<file path="src/rtl/cfgsp_pkg.sv">
package cfgsp_pkg;
  localparam int PTR_W = 6;
  localparam logic [3:0] CMD_CFG_RD = 4'b1010;
  localparam logic [3:0] CMD_CFG_WR = 4'b1011;
  localparam logic [1:0] TYPE_LOCAL = 2'b00;

  localparam logic [PTR_W-1:0] DW_ID      = 6'd0;
  localparam logic [PTR_W-1:0] DW_STATCMD = 6'd1;
  localparam logic [PTR_W-1:0] DW_CLASS   = 6'd2;
  localparam logic [PTR_W-1:0] DW_BAR0    = 6'd4;
  localparam logic [PTR_W-1:0] DW_SUBSYS  = 6'd11;
  localparam logic [PTR_W-1:0] DW_CAPPTR  = 6'd13;
  localparam logic [PTR_W-1:0] DW_INTR    = 6'd15;
  localparam int               DW_USER0   = 16;

  localparam int CMD_MEM_BIT  = 1;
  localparam int CMD_PERR_BIT = 6;

  function automatic logic [31:0] lane_mask(input logic [3:0] be);
    return {{8{be[3]}}, {8{be[2]}}, {8{be[1]}}, {8{be[0]}}};
  endfunction
endpackage

</file>
<file path="src/rtl/cfgsp_decode.sv">
module cfgsp_decode
  import cfgsp_pkg::*;
(
  input  logic             clk,
  input  logic             nrst,
  input  logic             addr_vld,
  input  logic             idsel,
  input  logic [3:0]       cmd,
  input  logic [7:0]       ad_lo,
  input  logic             xfer,
  input  logic             xfer_last,
  output logic             active,
  output logic             is_wr,
  output logic [PTR_W-1:0] ptr
);
  logic             hit;
  logic             active_d, is_wr_d;
  logic [PTR_W-1:0] ptr_d;
  logic             ce;

  assign hit = addr_vld && idsel && (ad_lo[1:0] == TYPE_LOCAL) &&
               ((cmd == CMD_CFG_RD) || (cmd == CMD_CFG_WR));

  always_comb begin
    active_d = active;
    is_wr_d  = is_wr;
    ptr_d    = ptr;
    if (hit) begin
      active_d = 1'b1;
      is_wr_d  = (cmd == CMD_CFG_WR);
      ptr_d    = ad_lo[7:2];
    end else if (active && xfer) begin
      ptr_d = ptr + 1'b1;
      if (xfer_last) active_d = 1'b0;
    end
  end

  assign ce = hit || (active && xfer);

  always_ff @(posedge clk or negedge nrst) begin
    if (!nrst) begin
      active <= 1'b0;
      is_wr  <= 1'b0;
      ptr    <= '0;
    end else if (ce) begin
      active <= active_d;
      is_wr  <= is_wr_d;
      ptr    <= ptr_d;
    end
  end
endmodule

</file>
<file path="src/rtl/cfgsp_hdr.sv">
module cfgsp_hdr
  import cfgsp_pkg::*;
#(
  parameter logic [15:0] VEN_ID    = 16'hA55A,
  parameter logic [15:0] DEV_ID    = 16'h3C21,
  parameter logic [23:0] CLASS     = 24'h058000,
  parameter logic [7:0]  REV       = 8'h02,
  parameter logic [15:0] SUB_VEN   = 16'h7E11,
  parameter logic [15:0] SUB_ID    = 16'h0001,
  parameter logic [7:0]  INT_PIN   = 8'h01,
  parameter logic [7:0]  CAP_PTR   = 8'h40,
  parameter bit          CAP66     = 1'b1,
  parameter int          WIN_LOG2  = 12
) (
  input  logic             clk,
  input  logic             nrst,
  input  logic             wr_stb,
  input  logic [PTR_W-1:0] ptr,
  input  logic [31:0]      wdata,
  input  logic [3:0]       be,
  output logic [31:0]      hdr_rdata,
  output logic             mem_en,
  output logic             perr_en,
  output logic [31:0]      bar_base,
  output logic [7:0]       int_line
);
  localparam int BAR_W = 32 - WIN_LOG2;
  localparam logic CAPLIST = (CAP_PTR != 8'h00);

  logic [31:0]      wmask, cmd_word, bar_word;
  logic [BAR_W-1:0] bar_q, bar_d;
  logic             mem_d, perr_d;
  logic [7:0]       intl_d;
  logic             cmd_ce, bar_ce, intl_ce;

  assign wmask    = lane_mask(be);
  assign cmd_word = {25'b0, perr_en, 4'b0, mem_en, 1'b0};
  assign bar_word = {bar_q, {WIN_LOG2{1'b0}}};

  assign cmd_ce  = wr_stb && (ptr == DW_STATCMD);
  assign bar_ce  = wr_stb && (ptr == DW_BAR0);
  assign intl_ce = wr_stb && (ptr == DW_INTR) && be[0];

  always_comb begin
    logic [31:0] c_n, b_n;
    c_n    = (cmd_word & ~wmask) | (wdata & wmask);
    b_n    = (bar_word & ~wmask) | (wdata & wmask);
    mem_d  = c_n[CMD_MEM_BIT];
    perr_d = c_n[CMD_PERR_BIT];
    bar_d  = b_n[31:WIN_LOG2];
    intl_d = wdata[7:0];
  end

  always_ff @(posedge clk or negedge nrst) begin
    if (!nrst) begin
      mem_en  <= 1'b0;
      perr_en <= 1'b0;
    end else if (cmd_ce) begin
      mem_en  <= mem_d;
      perr_en <= perr_d;
    end
  end

  always_ff @(posedge clk or negedge nrst) begin
    if (!nrst)       bar_q <= '0;
    else if (bar_ce) bar_q <= bar_d;
  end

  always_ff @(posedge clk or negedge nrst) begin
    if (!nrst)        int_line <= 8'h00;
    else if (intl_ce) int_line <= intl_d;
  end

  assign bar_base = bar_word;

  always_comb begin
    case (ptr)
      DW_ID:      hdr_rdata = {DEV_ID, VEN_ID};
      DW_STATCMD: hdr_rdata = {10'b0, CAP66, CAPLIST, 4'b0, cmd_word[15:0]};
      DW_CLASS:   hdr_rdata = {CLASS, REV};
      DW_BAR0:    hdr_rdata = bar_word;
      DW_SUBSYS:  hdr_rdata = {SUB_ID, SUB_VEN};
      DW_CAPPTR:  hdr_rdata = {24'b0, CAP_PTR};
      DW_INTR:    hdr_rdata = {16'b0, INT_PIN, int_line};
      default:    hdr_rdata = 32'h0;
    endcase
  end
endmodule

</file>
<file path="src/rtl/cfgsp_user.sv">
module cfgsp_user
  import cfgsp_pkg::*;
#(
  parameter int WORDS = 4
) (
  input  logic             clk,
  input  logic             nrst,
  input  logic             wr_stb,
  input  logic [PTR_W-1:0] ptr,
  input  logic [31:0]      wdata,
  input  logic [3:0]       be,
  output logic [31:0]      usr_rdata
);
  localparam int IDX_W = (WORDS > 1) ? $clog2(WORDS) : 1;

  logic [31:0]      words_q [WORDS];
  logic [PTR_W-1:0] rel;
  logic             in_rng;
  logic [31:0]      wmask;

  assign rel    = ptr - PTR_W'(DW_USER0);
  assign in_rng = (ptr >= PTR_W'(DW_USER0)) && (rel < PTR_W'(WORDS));
  assign wmask  = lane_mask(be);

  for (genvar w = 0; w < WORDS; w++) begin : g_word
    logic        ce;
    logic [31:0] nxt;
    assign ce  = wr_stb && in_rng && (rel == PTR_W'(w));
    assign nxt = (words_q[w] & ~wmask) | (wdata & wmask);
    always_ff @(posedge clk or negedge nrst) begin
      if (!nrst)   words_q[w] <= 32'h0;
      else if (ce) words_q[w] <= nxt;
    end
  end

  assign usr_rdata = in_rng ? words_q[rel[IDX_W-1:0]] : 32'h0;
endmodule

</file>
<file path="src/rtl/cfgsp_regfile.sv">
module cfgsp_regfile
  import cfgsp_pkg::*;
#(
  parameter int USER_WORDS = 4,
  parameter int WIN_LOG2   = 12,
  parameter bit CAP66      = 1'b1
) (
  input  logic        clk,
  input  logic        rst_n,
  input  logic        addr_vld,
  input  logic        idsel,
  input  logic [3:0]  cmd,
  input  logic [7:0]  ad_lo,
  input  logic        xfer,
  input  logic        xfer_last,
  input  logic [31:0] wdata,
  input  logic [3:0]  lane_en,
  output logic        claim,
  output logic [31:0] rdata,
  output logic        mem_en,
  output logic        perr_en,
  output logic [31:0] bar_base,
  output logic [7:0]  int_line
);
  logic [1:0]       rst_sync;
  logic             nrst;
  logic             active, is_wr, wr_stb;
  logic [PTR_W-1:0] ptr;
  logic [31:0]      hdr_rdata, usr_rdata;

  always_ff @(posedge clk or negedge rst_n) begin
    if (!rst_n) rst_sync <= 2'b00;
    else        rst_sync <= {rst_sync[0], 1'b1};
  end
  assign nrst = rst_sync[1];

  cfgsp_decode u_dec (
    .clk(clk), .nrst(nrst), .addr_vld(addr_vld), .idsel(idsel), .cmd(cmd),
    .ad_lo(ad_lo), .xfer(xfer), .xfer_last(xfer_last),
    .active(active), .is_wr(is_wr), .ptr(ptr)
  );

  assign wr_stb = active && is_wr && xfer;

  cfgsp_hdr #(.CAP66(CAP66), .WIN_LOG2(WIN_LOG2)) u_hdr (
    .clk(clk), .nrst(nrst), .wr_stb(wr_stb), .ptr(ptr), .wdata(wdata),
    .be(lane_en), .hdr_rdata(hdr_rdata), .mem_en(mem_en), .perr_en(perr_en),
    .bar_base(bar_base), .int_line(int_line)
  );

  cfgsp_user #(.WORDS(USER_WORDS)) u_usr (
    .clk(clk), .nrst(nrst), .wr_stb(wr_stb), .ptr(ptr), .wdata(wdata),
    .be(lane_en), .usr_rdata(usr_rdata)
  );

  assign claim = active;
  assign rdata = active ? (hdr_rdata | usr_rdata) : 32'h0;
endmodule

</file>
<file path="config.mk">
export PLATFORM = sky130hd
export DESIGN_NAME = cfgsp_regfile
export DESIGN_NICKNAME = d
export VERILOG_FILES = /design/src/rtl/cfgsp_pkg.sv /design/src/rtl/cfgsp_decode.sv /design/src/rtl/cfgsp_hdr.sv /design/src/rtl/cfgsp_user.sv /design/src/rtl/cfgsp_regfile.sv
export SDC_FILE = /design/constraint.sdc
export NUM_CORES = 1
export LEC_CHECK = 0
export BUFFER_PORTS_ARGS = -buffer_cell sky130_fd_sc_hd__buf_2
export CELL_PAD_IN_SITES_DETAIL_PLACEMENT = 0
export CELL_PAD_IN_SITES_GLOBAL_PLACEMENT = 2
export CORE_MARGIN = 3
export CORE_UTILIZATION = 40
export DETAILED_ROUTE_END_ITERATION = 10
export GPL_TIMING_DRIVEN = 0
export MAX_ROUTING_LAYER = met4
export PLACE_DENSITY = 0.87
export SYNTH_ARGS = -nofsm -noshare
export SYNTH_HDL_FRONTEND = slang
export SYNTH_SLANG_ARGS = --single-unit
export TNS_END_PERCENT = 5
</file>
<file path="constraint.sdc">
create_clock -name clk -period 7.2 [get_ports clk]
set_clock_uncertainty 0.15 [all_clocks]
set_input_delay 0.72 -clock clk [delete_from_list [all_inputs] [get_ports clk]]
set_output_delay 0.72 -clock clk [all_outputs]
set_load 0.005 [all_outputs]
</file>
Word level (Yosys, flattened, before mapping)

Cells that the tools add are included.
Widths: inputs -> output; s select.

Flip-flop bits (word level): 168
Input port bits: 54
Output and inout port bits: 75
Logic and storage cells: 81

Add/sub/neg operators: 2
Magnitude comparators: 3
Equality and inequality tests: 11
Muxes and demuxes: 11
Bitwise logic cells: 16
Reductions and logical operators: 26

Operator list:

| kind                | number |
|---|---|
| $pmux 32 s7         | 1 |
| $and 32x32->32      | 6 |
| $or 32x32->32       | 6 |
| $mux 32             | 4 |
| $bmux 32 s2         | 1 |
| $not 32->32         | 1 |
| $eq 6x2->1 const B  | 3 |
| $eq 6x4->1 const B  | 3 |
| $logic_and 1x1->1   | 16 |
| $eq 6x1->1 const B  | 2 |
| $logic_not 6->1     | 2 |
| $mux 6              | 2 |
| $eq 4x4->1 const B  | 2 |
| $and 7x7->7         | 1 |
| $or 7x7->7          | 1 |
| $add 6x1->6 const B | 1 |
| $eq 6x3->1 const B  | 1 |
| $ge 6x5->1 const B  | 1 |
| $lt 6x3->1 const B  | 1 |
| $sub 6x5->6 const B | 1 |
| $reduce_and 2->1    | 2 |
| $reduce_bool 2->1   | 2 |
| $ge 3x3->1 const B  | 1 |
| $mux 1              | 3 |
| 4 further kinds     | 5 |

Logic depth before layout (Yosys ltp)

Gate-level depths: netlist of the first run.

Word-level depth: 8
Gate-level depth with buffers: 9
Depth with buffers taken out: 5

By module

A second synthesis of the first run with hierarchy kept.

Cells, all modules: 582
Area, all modules: 8455.6 um^2

By module, submodules not included:

| module        | times used | cells each | area an instance (um^2) | seq. area each (um^2) |
|---|---|---|---|---|
| cfgsp_user    | 1          | 362        | 5969.5                  | 3203.1 |
| cfgsp_hdr     | 1          | 138        | 1680.4                  | 750.7 |
| cfgsp_decode  | 1          | 42         | 465.4                   | 200.2 |
| cfgsp_regfile | 1          | 40         | 340.3                   | 50.0 |

Least setup slack after synthesis of the first run

Ideal clock, no wire load.

Path type: flip-flop to output port
From: reg u_dec.ptr[1]
To: out rdata[16]
Data arrival time: 2185 ps
Data required time: 6330 ps
Setup slack: 4145 ps
Stages on the path, launching flop included: 10
Path buffers: 4
Path through: dfrtp_1 -> clkbuf_1 -> clkbuf_1 -> inv_1 -> ha_1 -> nor2b_1 -> clkbuf_1 -> and3_1 -> buf_2 -> a211o_1

Word-level cells in the longest chain between the ends: 8
Elaborated cells on any way between the ends: 19
Those cells by class: add/sub (1); order compare (2); eq/ne (6); mux (6); bitwise (2); reduce/logical (2)

RTL lines:

| what                                                                | line                | source |
|---|---|---|
| start: declaration                                                  | cfgsp_decode.sv:14  | `output logic [PTR_W-1:0] ptr` |
| start signal: assignment                                            | cfgsp_decode.sv:48  | `ptr <= ptr_d;` |
| parallel branches: the longest is 6 deep, another holds $sub 6x5->6 | --                  |  |
| $or 32x32->32 *                                                     | cfgsp_regfile.sv:57 | `assign rdata = active ? (hdr_rdata \| usr_rdata) : 32'h0;` |
| $mux 32 *                                                           | cfgsp_regfile.sv:57 |  |
| end: declaration                                                    | cfgsp_regfile.sv:19 | `output logic [31:0] rdata,` |

Every way passes the cells marked *. The select of a mux whose other input is x is not followed.

Worst setup path after layout of the first run

From: reg u_dec.ptr[1]
To: out rdata[15]

Same word-level chain as after synthesis.

==> reports/summary.txt, run 1 <==
Worst VDD drop: 0.0001852 V
combinational power share: 20.4%
CP endpoint kind: output port
Sequential Power Share: 42.5%
final period utilization: 66.71%
PnR worst setup slack: 2397 ps
Slew Limit Fails: 0
pwr/cell area: 234.2 nW/um^2
Mapped Cells: 554
pre-CTS setup slack: 2969 ps
H-tree Lvls: 4
clock-pin slew on the worst setup and hold paths: 70 ps
first-pass GRT wire length: 33.43 mm
Yosys Warn Count: 0
Period minus WS final: 4803 ps
worst r2r src: u_dec.ptr[1]
Initial Util: 41.51%
DRT antenna net count: 0
Cell variety after synth: 45
drt first-iter violations: 338
number of core rows: 51
TritonCTS Buffers: 17
core area: 19850 um^2
Crit Path Class: reg -> out
root buffer cell: clkbuf_16
Synth Area per Inst: 14.87 um^2
Die W: 149.5 um
count leader, synth: dfrtp_1
via count: 5375
Placer Congestion: 0.7860
outcome: finished, final reports clean
CTS resizes: 0
final setup TNS: 0 ps
PortBufs: 112
HPWL after detailed placement: 15.26 mm
Setup Viol. Count Final: 0
switching share of total power: 30.76%
Residual DRC: 0
register bit count reported by yosys: 168
main flop type after synthesis: dfrtp_1
post-synth top area share: 51.03%
CTS tree: done
Die Y: 149.5 um
GRT Total Usage: 20.48%
largest net degree at the start of global routing: 69
clk sinks: 168
fmax: 0.2082 GHz
Layout area overhead: 18.83%
Area contributors post-synth: dfrtp_1, mux2_2, mux4_2
initial antenna violation count: 1
internal power: 1588 uW
Worst Hold End: rst_sync[1]
grt total ovfl: 0
fin nets: 757
number of global-route vias before repair: 5815
Clk Latency, worst-skew pair: 430 ps
DIE AREA: 22350 um^2
crit path launch type: flop
RSZ-0062 raised after global routing: no
Post-synth EDFFs: 0
Critical Path RT: 6330 ps
clock share of power: 37.2%
layout cells sized above 1: 55.48%
top post-synthesis cells by count: dfrtp_1, mux2_2, mux4_2, nand2_1, buf_2
Setup Fix Bufs, Post-CTS: 0
worst hold start: rst_sync[0]
Hold Path Stages: 0
Final Util: 49.33%
CTS Hold Bufs: 1
average wire per standard cell: 22.09 um
Max Buffers Root-to-Sink: 2
r2r setup slk: 3750 ps
wirelength, routed: 21.61 mm
worst path arrival time: 3930 ps
DRT Pass-1 Iters: 4
Synth async-reset ratio: 100.0%
register area share after synthesis: 51.03%
Net Sw Power: 705.3 uW
R2R cell count: 9
worst-path maximum fanout: 10
Worst-Margin Slew: 1051 ps
max_cap viols: 0
Hold Crit Class: reg -> reg
Ports: 129
area leader, netlist: dfrtp_1
Rel. slew slack: 29.30%
count of final hold-check violations: 0
DR vias/cell: 5.496
leakage power: 0.005026 uW
synthesized cell area: 8238 um^2
## cell families after synthesis
kind of cell	count (synthesis)	share of synthesized area, %
other	2	0.09116
flip-flops	168	51.03
multiplexers	195	31.03
buffers and inverters	53	3.842
AND/OR/NAND/NOR	86	9.022
XOR/XNOR	2	0.2127
adder cells (fa/ha/maj)	4	0.6076
AO/OA/AOI/OAI	44	4.161
## through the flow
stage	total power [uW]	instance area (um^2)	hold slack [ps]	std cells
floorplan	1302	8279	181.2	565
global placement	1446	9171	186.2	942
detailed placement	1456	9230	189.6	944
CTS	2303	9787	209.7	977
global route	2382	9789	210.2	978
finish	2293	9789	205.6	978
## cell usage in the layout (no fill, tap or decap), types with 5 or more instances in the layout
cell type,count
a22o_1,11
a211o_1,6
buf_2,129
o21ai_0,5
dfrtp_1,167
nand2_1,19
o2bb2ai_1,7
clkinvlp_4,6
nand3_1,12
nand4_4,16
clkbuf_16,17
a31oi_1,6
buf_4,14
mux2_2,161
and3_1,9
clkbuf_1,11
conb_1,13
mux4_2,32
## metal layers
metal  track usage, %  routed length, um  vias up  share of wire [%]
li1                 -                  -     2360                  -
met1            25.16               9274     2858                 43
met2            34.21              11070      133                 51
met3            4.240                953       24                4.4
met4            6.453                308        0                1.4
met5                -                  0        -                  0
## final cells by class
class	instances	area (um^2)
Buffer	49	301.5
Clock buffer	22	474.2
Clock inverter	10	72.57
Tap cell	265	331.6
Multi-Input combinational cell	344	3759
Inverter	4	15.01
Sequential cell	168	4208
Fill cell	1723	10060
Timing Repair Buffer	115	625.6
Antenna cell	1	2.502
## power by group through the flow
stage | clock (uW) | sequential (uW) | combinational, uW
floorplan | 0 | 996 | 306
global placement | 0 | 1000 | 444
detailed placement | 0 | 991 | 465
CTS | 861 | 973 | 468
global route | 903 | 975 | 503
finish | 853 | 974 | 467
## worst max path at each step
stage | startpoint | end | depth (start not counted)
2_1_floorplan | rst_sync[1] | async pin | 0
3_3_place_gp | rst_sync[1] | async pin | 0
3_5_place_dp | u_dec.ptr[1] | rdata[21] | 9
4_1_cts | u_dec.ptr[1] | rdata[21] | 9
5_1_grt | u_dec.ptr[1] | rdata[15] | 9
6_report | u_dec.ptr[1] | rdata[15] | 9
## worst max-delay path, stage by stage (launching register included)
cell       delay [ps]
dfrtp_1           400
clkbuf_1          310
clkbuf_1          500
inv_1             200
ha_1              180
buf_2             310
nor4b_1           880
o21ai_0           230
o2bb2ai_1         320
buf_2             170
No activity file was read; power rests on OpenSTA's default activity.
==> inputs of run 2 (changes only) <==
- clock period: 7.2 -> 4.6 ns (I/O delays scaled with it)
==> reports/summary.txt, run 2 (synthesis gave the netlist of run 1 again) <==
outcome: finished, final reports clean
final period utilization: 94.90%
clk sinks: 168 (unchanged)
fill cell count: 1703 (-1.2%)
Crit Path Class: reg -> out
RSZ-0062 raised after global routing: no
worst r2r src: u_dec.ptr[1]
Placer Congestion: 0.7901 (+0.52%)
max_cap viols: 0 (unchanged)
Rel. slew slack: 32.65% (+3.4 points)
initial antenna violation count: 0 (-1)
most frequent cells in the layout: dfrtp_1, mux2_2, buf_2, mux4_2, nand2_1
r2r setup slk: 1160 ps (-2590 ps)
Setup Viol. Count Final: 0 (unchanged)
Worst VDD drop: 0.0002870 V (+55%)
worst hold start: cmd[0]
leading cell type in the layout, fill and taps excluded: dfrtp_1
CP endpoint kind: output port
worst-path maximum fanout: 10 (unchanged)
crit path launch type: flop
GRT Total Usage: 20.25% (-0.22 points)
average wire per standard cell: 21.92 um (-0.77%)
H-tree Lvls: 4 (unchanged)
Hold Crit Class: in -> reg
worst path arrival time: 3760 ps (-170 ps)
first-pass GRT wire length: 33.10 mm (-0.99%)
pwr/cell area: 366.8 nW/um^2 (+57%)
Critical Path RT: 3990 ps (-2340 ps)
Period minus WS final: 4366 ps
number of global-route vias before repair: 5728 (-1.5%)
Max Buffers Root-to-Sink: 2 (unchanged)
Layout area overhead: 18.89% (about the same)
count of final hold-check violations: 0 (unchanged)
Hold Path Stages: 2 (+2)
Worst-Margin Slew: 1010 ps (-40.57 ps)
largest net degree at the start of global routing: 77 (+12%)
core area: 19850 um^2 (unchanged)
fmax: 0.2291 GHz
HPWL after detailed placement: 15.42 mm (+1.0%)
layout cells sized above 1: 55.70% (+0.22 points)
R2R cell count: 9 (unchanged)
CTS tree: done
TritonCTS Buffers: 17 (unchanged)
root buffer cell: clkbuf_16
PnR worst setup slack: 234.4 ps (-2163 ps)
Ports: 129 (unchanged)
wirelength, routed: 21.40 mm (-0.97%)
Clk Latency, worst-skew pair: 430 ps (about the same)
DIE AREA: 22350 um^2 (unchanged)
Initial Util: 41.51% (unchanged)
clock-pin slew on the worst setup and hold paths: 60 ps (about the same)
DR vias/cell: 5.474 (-0.39%)
via count: 5343 (-0.60%)
grt total ovfl: 0 (unchanged)
fin nets: 757 (unchanged)
Slew Limit Fails: 0 (unchanged)
number of core rows: 51 (unchanged)
PortBufs: 112 (unchanged)
leakage power: 0.005045 uW (+0.38%)
pre-CTS setup slack: 576.2 ps (-2393 ps)
Residual DRC: 0 (unchanged)
final setup TNS: 0 ps (unchanged)
Die Y: 149.5 um (unchanged)
Seq. cell area: 4208 um^2 (unchanged)
DRT antenna net count: 0 (unchanged)
DRT Pass-1 Iters: 6 (+2)
drt first-iter violations: 380 (+12%)
design area: 9794 um^2 (about the same)
Die W: 149.5 um (unchanged)
# diodes: 0 (-1)
Placed Instance Area: 9230 um^2 (unchanged)
Multi-input gate area: 3765 um^2 (+0.17%)
Worst Hold End: u_dec.is_wr
run 2: what timing repair did:
item,CTS,global route
setup buffers,0,0
gates resized for setup,0,1
hold buffers,1,0
hold endpoints to repair,2,0
endpoints found under the setup margin,0,5
run 2: worst max path at each step:
stage / startpoint / to / slack (ps) / cells after the start
2_1_floorplan: rst_sync[1] / async pin / 1670 / 0
3_3_place_gp: u_dec.ptr[1] / rdata[21] / 670 / 9
3_5_place_dp: u_dec.ptr[1] / rdata[21] / 580 / 9
4_1_cts: u_dec.ptr[1] / rdata[21] / 110 / 9
5_1_grt: u_dec.ptr[1] / rdata[16] / 20 / 10
6_report: u_dec.ptr[1] / rdata[16] / 230 / 10
run 2: where the power goes:
group          total [uW]  switching (uW)  internal (uW)
sequential           1520            26.0           1500
clock                1340             585            753
combinational         730             475            255
run 2: per-stage QoR:
stage	std cells	power [uW]	util (%)	hold slack [ps]
after CTS	976	3611	49.32	114.6
after global placement	942	2258	46.22	96.50
final	976	3592	49.35	119.3
after detailed placement	944	2278	46.51	100.8
after floorplan	565	2038	-	14.41
after global routing	976	3741	49.35	107.8
run 2: critical path: stages, from the launching register on:
cell,delay (ps)
dfrtp_1,380
clkbuf_1,510
clkbuf_1,720
inv_1,170
ha_1,250
nor2b_1,130
clkbuf_1,230
and3_1,270
buf_2,200
a211o_1,320
buf_2,130
run 2: final cells by class:
class | count | share of cell area, %
sequential | 168 | 42.96
clock inverter | 12 | 1.073
inverter | 4 | 0.1533
timing repair buffer | 115 | 6.387
buffer | 49 | 3.079
multi-input combinational | 344 | 38.44
tap | 265 | 3.385
clock buffer | 19 | 4.522
run 2: layer usage:
layer  share of wire [%]  routed length (um)  global-route usage [%]  up-vias
li1                    -                   -                       -     2367
met1                  41                8844                   25.52     2784
met2                  51               10810                   32.49      162
met3                 6.0                1275                   4.634       30
met4                 2.2                 469                   6.957        0
met5                   0                   0                       -        -
==> inputs of run 3 (changes only) <==
- GPL_TIMING_DRIVEN: 0 -> default
- RECOVER_POWER: default -> 100
- SYNTH_HIERARCHICAL: default -> 1
==> reports/summary.txt, run 3 <==
outcome: complete, but fails checks
violated checks: max-capacitance violations, max-slew violations
wirelength, routed: 20.25 mm (-5.4%)
Synth Area in Compound Gates: 5.135% (+0.97 points)
clock share of power: 39.1% (+1.9 points)
initial antenna violation count: 1 (+1)
Slew Limit Fails: 185 (+185)
DRT Pass-1 Iters: 4 (-2)
grt total ovfl: 0 (unchanged)
leakage power: 0.004679 uW (-7.3%)
Crit Path Class: reg -> out
multiplexer area fraction after synthesis: 30.41% (-0.62 points)
PortBufs: 116 (+3.6%)
worst hold start: cmd[0]
H-tree Lvls: 4 (unchanged)
HPWL after detailed placement: 13.31 mm (-14%)
Sequential Power Share: 46.8% (+4.4 points)
fmax: 0.2546 GHz (+11%)
number of core rows: 52 (+2.0%)
Setup Fix Bufs, Post-CTS: 0 (unchanged)
top post-synthesis cells by count: dfrtp_1, mux2_2, nor2b_1, mux4_2, o21a_1
Worst-Margin Slew: 2303 ps (+1293 ps)
Period minus WS final: 3927 ps (-438.4 ps)
leading cell type in the layout, fill and taps excluded: dfrtp_1
worst r2r src: u_dec/active
average wire per standard cell: 20.73 um (-5.5%)
core area: 20490 um^2 (+3.3%)
internal power: 2543 uW (+1.4%)
Initial Util: 41.26% (-0.25 points)
number of global-route vias before repair: 5527 (-3.5%)
root buffer cell: clkbuf_16
Critical Path RT: 3990 ps (about the same)
layout cells sized above 1: 44.19% (-12 points)
Synth Area in Adders: 0.1480% (-0.46 points)
Post-synth EDFFs: 0 (unchanged)
max incr delay on CP: 920 ps (+200 ps)
Clk Latency, worst-skew pair: 430 ps (about the same)
Layout area overhead: 12.83%
fin nets: 748 (-1.2%)
clock-pin slew on the worst setup and hold paths: 70 ps (about the same)
kind of cell adding the most delay to the critical path: simple AND/OR/NAND/NOR gates
DIE AREA: 22920 um^2 (+2.5%)
via count: 5224 (-2.2%)
RSZ-0062 raised after global routing: no
pwr/cell area: 373.5 nW/um^2 (+1.8%)
drt first-iter violations: 249 (-34%)
post-synth top area share: 49.72% (-1.3 points)
crit path launch type: flop
r2r setup slk: 930 ps (-230 ps)
register area share after synthesis: 49.72% (-1.3 points)
count leader, synth: dfrtp_1
Post-Synth Simple-Gate Area: 10.77% (+1.8 points)
area leader, netlist: dfrtp_1
switching share of total power: 28.64% (-1.6 points)
clk sinks: 168 (unchanged)
final setup TNS: 0 ps (unchanged)
count of final hold-check violations: 0 (unchanged)
first-pass GRT wire length: 30.95 mm (-6.5%)
slowest CP cell: and2_0
Max Buffers Root-to-Sink: 2 (unchanged)
most frequent cells in the layout: dfrtp_1, mux2_2, buf_2, clkbuf_1, nor2b_1
Rel. slew slack: -53.55% (-86 points)
Hold Slack: 122.6 ps (+3.251 ps)
Cell Chain, Critical Path: nor4b_4, and2_0, a21o_1, o21a_1, clkbuf_1
max_cap viols: 3 (+3)
Final Util: 46.55% (-2.8 points)
GRT Total Usage: 18.50% (-1.8 points)
synthesized cell area: 8456 um^2 (+2.6%)
largest family of logic cells by synthesized area: multiplexers
DR vias/cell: 5.347 (-2.3%)
Setup Viol. Count Final: 0 (unchanged)
Area contributors post-synth: dfrtp_1, mux2_2, mux4_2
largest net degree at the start of global routing: 167 (+120%)
Hold Crit Class: in -> reg
final period utilization: 85.37% (-9.5 points)
worst-path maximum fanout: 46 (+36)
Mapped Cells: 582 (+5.1%)
Residual DRC: 0 (unchanged)
register bit count reported by yosys: 168 (unchanged)
Worst Hold End: u_dec/is_wr
Critical path buffers and inverters: 1 (-5)
Ports: 129 (unchanged)
Placer Congestion: 0.7318 (-7.4%)
Cell variety after synth: 52 (+16%)
worst path arrival time: 3320 ps (-440 ps)
Worst VDD drop: 0.0003045 V (+6.1%)
combinational power share: 14.1% (-6.2 points)
R2R cell count: 5 (-4)
Die Y: 151.4 um (+1.3%)
DRT antenna net count: 0 (unchanged)
Synth async-reset ratio: 100.0% (unchanged)
main flop type after synthesis: dfrtp_1
Die W: 151.4 um (+1.3%)
CTS tree: done
Synth Area per Inst: 14.53 um^2 (-2.3%)
TritonCTS Buffers: 17 (unchanged)
Yosys Warn Count: 6 (+6)
CP endpoint kind: output port
Synth Area in XOR/XNOR: 0.2072% (-0.0055 points)
Hold Path Stages: 2 (unchanged)
Net Sw Power: 1020 uW (-6.0%)
run 3: changes by cell type in the layout (fill, tap and decap cells not counted), moves of 10 or more:
cell | before | now
o21a_1 | 0 | 32
nor2b_1 | 2 | 37
a21o_1 | 2 | 14
nand4_4 | 16 | 0
clkbuf_1 | 10 | 42
nand4b_1 | 0 | 10
buf_2 | 129 | 76
nand2_1 | 19 | 6
run 3: power by group through the flow:
stage | registers, uW | clock network, uW | logic, uW
after floorplan | 1570 | 0 | 509
after global placement | 1710 | 0 | 534
after detailed placement | 1720 | 0 | 541
after CTS | 1690 | 1440 | 545
after global routing | 1690 | 1500 | 542
final | 1670 | 1390 | 502
run 3: layout make-up:
class | count | area [um^2]
tap | 270 | 337.8
sequential | 168 | 4213
multi-input combinational | 381 | 3816
timing repair buffer | 124 | 593.1
antenna | 1 | 2.502
fill | 1865 | 10950
clock buffer | 20 | 446.7
clock inverter | 12 | 127.6
inverter | 1 | 3.754
run 3: kinds of logic after synthesis:
| family | Yosys count |
|---|---|
| compound gates | 59 |
| xor+xnor | 2 |
| fa+ha+maj | 1 |
| buf+inv | 44 |
| flops | 168 |
| mux | 195 |
| other cells | 2 |
| simple gates | 111 |
run 3: metal layers:
layer	part of all wire, %	vias to the layer above	global-route usage [%]
met2	48	124	29.23
met5	0	-	-
li1	-	2369	-
met4	1.4	0	5.213
met1	46	2711	24.59
met3	4.9	20	3.471
run 3: how the worst max path moves through the flow:
stage | from | end | slack, ps | cells after the start
finish | u_dec/ptr[0] | rdata[15] | 670 | 5
global route | u_dec/ptr[0] | rdata[15] | 530 | 5
CTS | u_dec/ptr[0] | rdata[15] | 820 | 5
detailed placement | u_dec/ptr[1] | rdata[15] | 1280 | 5
global placement | u_dec/ptr[0] | rdata[15] | 1320 | 5
floorplan | rst_sync[1] | u_dec/active | 1670 | 0
run 3: worst register-to-register path, stage by stage (launching register included):
cell and delay, ps:
dfrtp_1 320, buf_4 430, and3_1 460, nand4b_1 160, nor4_1 1570, mux2_2 460
run 3: repair_timing:
action	in CTS	in global routing
resized for setup	0	0
endpoints found under the setup margin	0	0
hold buffers	1	0
endpoints found under the hold margin	2	0
run 3: stage by stage:
| stage | std cells | setup slack, ps | instance area [um^2] | total power, uW |
|---|---|---|---|---|
| 6_report | 977 | 672.8 | 9540 | 3563 |
| 3_5_place_dp | 943 | 1284 | 9195 | 2263 |
| 5_1_grt | 977 | 527.5 | 9540 | 3725 |
| 4_1_cts | 976 | 819.5 | 9779 | 3673 |
| 3_3_place_gp | 943 | 1320 | 9195 | 2247 |
| 2_1_floorplan | 593 | 1672 | 8498 | 2083 |
